===== src/rtl/lockstep_pkg.sv =====
package lockstep_pkg;

    typedef enum logic [2:0] {
        ST_IDLE,
        ST_CLEAR,
        ST_RUN,
        ST_PULSE,
        ST_HALT
    } lc_state_e;

    // Which counter the vote singles out
    typedef enum logic [2:0] {
        CAND_NONE,
        CAND_0,
        CAND_1,
        CAND_2,
        CAND_ALL
    } lc_cand_e;

    typedef struct packed {
        logic p01;
        logic p12;
        logic p02;
    } lc_agree_t;

    // Gray helpers on a 32-bit carrier; callers zero-extend and truncate
    function automatic logic [31:0] to_gray(input logic [31:0] b);
        return b ^ (b >> 1);
    endfunction

    function automatic logic [31:0] from_gray(input logic [31:0] g);
        logic [31:0] b;
        b[31] = g[31];
        for (int i = 30; i >= 0; i--) begin
            b[i] = b[i+1] ^ g[i];
        end
        return b;
    endfunction

endpackage


===== src/rtl/lc_vote.sv =====
module lc_vote #(
    parameter int CNT_W = 8
) (
    input  logic [CNT_W-1:0]      cnt [3],
    output lockstep_pkg::lc_cand_e cand
);
    import lockstep_pkg::*;

    localparam logic [CNT_W-1:0] ONE   = CNT_W'(1);
    localparam logic [CNT_W-1:0] MINUS = '1;

    function automatic logic close(input logic [CNT_W-1:0] a, input logic [CNT_W-1:0] b);
        logic [CNT_W-1:0] d;
        d = a - b;
        return (d == '0) || (d == ONE) || (d == MINUS);
    endfunction

    lc_agree_t agr;

    always_comb begin
        agr.p01 = close(cnt[0], cnt[1]);
        agr.p12 = close(cnt[1], cnt[2]);
        agr.p02 = close(cnt[0], cnt[2]);
        unique case (agr)
            3'b000:  cand = CAND_ALL;
            3'b100:  cand = CAND_2;
            3'b010:  cand = CAND_0;
            3'b001:  cand = CAND_1;
            default: cand = CAND_NONE;
        endcase
    end
endmodule


===== config.mk =====
export PLATFORM = sky130hd
export DESIGN_NAME = lc_vote
export DESIGN_NICKNAME = d
export VERILOG_FILES = /design/src/rtl/lockstep_pkg.sv /design/src/rtl/lc_vote.sv
export SDC_FILE = /design/constraint.sdc
export NUM_CORES = 1
export LEC_CHECK = 0
export ABC_AREA = 1
export BUFFER_PORTS_ARGS = -buffer_cell sky130_fd_sc_hd__clkbuf_2
export CAP_MARGIN = 20
export CORE_MARGIN = 4
export CORE_UTILIZATION = 50
export DETAILED_ROUTE_END_ITERATION = 12
export PLACE_DENSITY = 0.69
export SYNTH_ARGS = -nofsm -noshare
export SYNTH_HDL_FRONTEND = slang
export SYNTH_SLANG_ARGS = --single-unit

===== constraint.sdc =====
create_clock -name vclk -period 4.4
set_clock_uncertainty 0.15 [all_clocks]
set_input_delay 0.44 -clock vclk [all_inputs]
set_output_delay 0.44 -clock vclk [all_outputs]
set_load 0.02 [all_outputs]

==> results of run 1 <==
path summary, 6_finish.rpt:
path	from	to	slack [ns]
worst max-delay path	cnt[8]	cand[1]	1.43
worst min-delay path	cnt[23]	cand[0]	1.52
power groups by stage:
stage | sequential (mW) | clock (mW) | combinational (mW)
final | 0 | 0 | 0.228
after global routing | 0 | 0 | 0.270
after CTS | 0 | 0 | 0.229
after detailed placement | 0 | 0 | 0.228
after global placement | 0 | 0 | 0.226
after floorplan | 0 | 0 | 0.179
kinds of logic (layout without fill, tap and decap cells):
family | count (synthesis) | count (layout) | share of synthesized area [%]
fa+ha+maj | 26 | 26 | 21.5
xor+xnor | 4 | 4 | 2.17
compound gates | 10 | 10 | 4.26
buf+inv | 68 | 95 | 15.8
simple gates | 212 | 212 | 56.3
cell usage in the layout (no fill, tap or decap):
cell type and count:
nand4_1 2, nand3b_1 3, a21oi_4 1, nand3b_2 1, fa_1 3, a21oi_2 2
nand2_1 125, or2_1 1, nand3_1 32, inv_1 66, clkinv_1 1, clkbuf_2 27
xor2_1 4, nand2_2 14, nor2_2 5, ha_1 23, a21oi_1 7, inv_2 1
nor2_1 29
final cells by class:
| cell class | count | area [sq um] |
|---|---|---|
| fillers | 357 | 1270 |
| repair buffers | 27 | 135 |
| well taps | 44 | 55.1 |
| inverters | 68 | 255 |
| multi-input cells | 252 | 1360 |
critical path: stages:
cell      delay, ns
clkbuf_2       0.09
inv_1          0.06
ha_1           0.14
inv_1          0.05
fa_1           0.38
nand2_1        0.12
nand2_1        0.09
nand3b_1       0.15
nand2_1        0.09
nand2_1        0.07
nand2_1        0.06
nand2_1        0.08
nor2_1         0.05
nor2_2         0.18
nand3_1        0.10
nand2_1        0.08
clkbuf_2       0.16
layer usage:
metal  routed length (um)  part of all wire (%)  track usage [%]  vias up
li1                     -                     -                -     1030
met2                 1460                    42             31.9       37
met1                 1860                    53             25.7      744
met5                    0                     0                0        -
met4                    0                     0                0        0
met3                  176                   5.0            0.347        0
metrics by stage:
step                util, %  std cells
finish                 58.7        391
global route           58.7        391
CTS                    58.7        391
detailed placement     58.7        391
global placement       58.7        391
floorplan                 -        320
==> impl_metrics.py, run 1 <==
metrics = {
    "power_and_ir_drop": {
        "powerDensity_nw_per_um2": 126,
        "p_leak_nw": 1.21,
        "vdd_drop_max_uv": 59.3,
        "comb_power_share_pct": 100.0,
        "p_switching_uw": 143,
        "p_clk_share_pct": 0,
        "internal_power_uw": 85.4,
        "power_uw": 228,
        "power_frac_seq_pct": 0,
        "switching_share_pct": 62.6,
    },
    "placement": {
        "pre_cts_slack_ns": 1.43,
        "port_buffers": 27,
        "place_area_sq_um": 1810,
        "gp_congestion": 0.809,
        "dpl.hpwl_um": 3180,
    },
    "die": {
        "initial_core_util_pct": 52.5,
        "die_area_sq_um": 4210,
        "pin_count": 27,
        "dieWidth_um": 64.9,
        "core_area_sq_um": 3080,
        "die_h_um": 64.9,
        "num_rows": 20,
    },
    "final_layout": {
        "nFlopsAndLatches": 0,
        "final_cell_area_sq_um": 1810,
        "regArea_sq_um": 0,
        "diodes": 0,
        "area_delta_synth_final_pct": 11.8,
        "final_nets": 399,
        "clkbuf_count": 0,
        "post_route_cells_drive_above_1_share_pct": 14.7,
    },
    "drt": {
        "dr.pass1.iters": 4,
        "wl_per_cell_um": 8.94,
        "viasPerCell": 4.63,
        "drc": 0,
        "routed_wl_um": 3500,
        "vias": 1811,
        "drt_iter0_drc": 54,
        "ant_nets": 0,
    },
    "synth": {
        "ys_warn_count": 0,
        "synthTopCellsByCount": "nand2_1 (125), inv_1 (66), nand3_1 (32)",
        "synth_top_area_share_pct": 29.0,
        "ys_types": 18,
        "synth_area_leaders": "nand2_1 (29%), ha_1 (18%), inv_1 (15%)",
        "synth_nets": 370,
        "synthesis.area_sq_um": 1620,
        "yosysSeqAreaShare_pct": 0,
        "yosysTopAreaCell": "nand2_1",
        "syn_inst": 320,
        "synth_most_common_cell": "nand2_1",
        "synth_area_per_cell_sq_um": 5.05,
    },
    "critical_path": {
        "critical_path_class": "input port to output port",
        "end_kind": "output port",
        "crit_required_ns": 3.81,
        "worstPathMaxFanout": 3,
        "start_kind": "input port",
        "worst-endpoint-arrival_ns": 2.38,
    },
    "timing": {
        "min_period_over_period_pct": 67.5,
        "tns_ns": 0,
        "worst_pin_slew_ns": 0.286,
        "setup_violations": 0,
        "hold_viol": 0,
        "timing_max_transition_violations_final": 0,
        "worst_slack_ns": 1.43,
        "whs_ns": 1.52,
        "slew_headroom_pct": 80.9,
        "rsz0062_at_grt": "false",
        "final.min_clock_period_ns": 2.97,
        "maxClockFrequency_mhz": 337,
    },
    "worst_hold_path": {
        "whs_path_depth": 10,
        "hold_class": "input port to output port",
    },
    "job": {
        "maxCapViolCount": 0,
    },
    "global_route": {
        "grt_antenna_before_repair": 0,
        "grt-ovfl-total": 0,
        "grt_pass1_vias": 1593,
        "grt_usage_pct": 18.0,
        "grt_max_degree": 7,
        "grt_pass1_wl_um": 6380,
    },
    "clocking": {
        "post_cts_buffers": 0,
        "cts_resized": 0,
        "holdBufCountCts": 0,
    },
    "status": {
        "status": "complete, no violations",
    },
}
Note: power is estimated with default switching activity, not from simulation.
==> run 2: changes to the inputs <==
clock period = 3.1 ns   (was 4.4 ns; I/O delays follow)
==> run 2 against run 1 <==
Effect of this change:
- largest power group unchanged
- critical path type unchanged
- via count barely moved
- clock-buffer cell count did not move
- cell count did not move
- sequential cell count did not move
- global-route usage fell by 0.25 points
- total power rose by 42%
- core utilization did not move
- die area did not move
- largest cell class unchanged
- combinational power rose by 43%
- setup slack got worse by 1.0 ns
==> impl_metrics.py, run 2 (synthesized netlist as in run 1, its figures left out) <==
metrics = {
    "status": {
        "status": "complete, no violations",
    },
    "drt": {
        "drt_iter0_drc": 59,
        "vias": 1812,
        "drc": 0,
        "routed_wl_um": 3510,
        "ant_nets": 0,
        "dr.pass1.iters": 4,
        "wl_per_cell_um": 8.97,
        "viasPerCell": 4.63,
    },
    "timing": {
        "hold_viol": 0,
        "worst_slack_ns": 0.386,
        "setup_violations": 0,
        "whs_ns": 1.26,
        "worst_pin_slew_ns": 0.281,
        "rsz0062_at_grt": "false",
        "final.min_clock_period_ns": 2.71,
        "min_period_over_period_pct": 87.5,
        "timing_max_transition_violations_final": 0,
        "slew_headroom_pct": 81.2,
        "maxClockFrequency_mhz": 368,
        "tns_ns": 0,
    },
    "global_route": {
        "grt_usage_pct": 17.7,
        "grt_pass1_wl_um": 6310,
        "grt-ovfl-total": 0,
        "grt_pass1_vias": 1564,
        "grt_antenna_before_repair": 0,
        "grt_max_degree": 7,
    },
    "power_and_ir_drop": {
        "vdd_drop_max_uv": 80.6,
        "powerDensity_nw_per_um2": 180,
        "p_leak_nw": 1.21,
    },
    "final_layout": {
        "final_core_util_pct": 58.7,
        "final_cell_area_sq_um": 1810,
        "diodes": 0,
        "post_route_cells_drive_above_1_share_pct": 14.7,
        "nFlopsAndLatches": 0,
        "final_nets": 399,
        "layout_common_cells": "nand2_1 (125), inv_1 (66), nand3_1 (32)",
        "regArea_sq_um": 0,
        "clkbuf_count": 0,
        "final_common_cell": "nand2_1",
        "area_delta_synth_final_pct": 11.8,
    },
    "clocking": {
        "holdBufCountCts": 0,
        "post_cts_buffers": 0,
        "cts_resized": 0,
    },
    "placement": {
        "pre_cts_slack_ns": 0.393,
        "port_buffers": 27,
        "place_area_sq_um": 1810,
        "gp_congestion": 0.808,
        "dpl.hpwl_um": 3180,
    },
    "die": {
        "initial_core_util_pct": 52.5,
        "core_area_sq_um": 3080,
        "num_rows": 20,
        "dieWidth_um": 64.9,
        "die_area_sq_um": 4210,
        "die_h_um": 64.9,
        "pin_count": 27,
    },
    "critical_path": {
        "worst-endpoint-arrival_ns": 2.25,
        "critical_path_class": "input port to output port",
        "start_kind": "input port",
        "crit_required_ns": 2.64,
        "worstPathMaxFanout": 3,
        "end_kind": "output port",
        "critPathLaunch": "cnt[8]",
    },
    "worst_hold_path": {
        "hp-start": "cnt[23]",
        "hold_class": "input port to output port",
        "whs_path_depth": 10,
    },
    "job": {
        "maxCapViolCount": 0,
    },
}
run 2: layer usage:
metal	global-route usage [%]	vias to the layer above	routed length, um	share of wire (%)
li1	-	1029	-	-
met1	24.9	748	1890	54
met2	31.7	35	1450	41
met3	0.693	0	165	4.7
met4	0	0	0	0
met5	0	-	0	0
run 2: path summary, 6_finish.rpt:
check,to,slack [ns]
worst max-delay path,cand[1],0.39
worst min-delay path,cand[0],1.26
run 2: power by group:
group	switching [mW]	total, mW	internal, mW
clock network	0	0	0
logic	0.204	0.325	0.121
registers	0	0	0
run 2: critical path: stages:
cell,delay (ns)
clkbuf_2,0.09
inv_1,0.07
ha_1,0.14
inv_1,0.05
fa_1,0.38
nand2_1,0.11
nand2_1,0.09
nand3b_1,0.16
nand2_1,0.09
nand2_1,0.06
nand2_1,0.06
nand2_1,0.08
nor2_1,0.05
nor2_2,0.18
nand3_1,0.10
nand2_1,0.08
clkbuf_2,0.16
run 2: layout make-up:
cell class                 instances  area (sq um)
inverter                          68           255
multi-input combinational        252          1360
timing repair buffer              27           135
tap                               44          55.1
fill                             368          1270
run 2: stage by stage:
stage / power [mW] / instances
finish: 0.325 / 391
global route: 0.381 / 391
CTS: 0.324 / 391
detailed placement: 0.323 / 391
global placement: 0.321 / 391
floorplan: 0.255 / 320
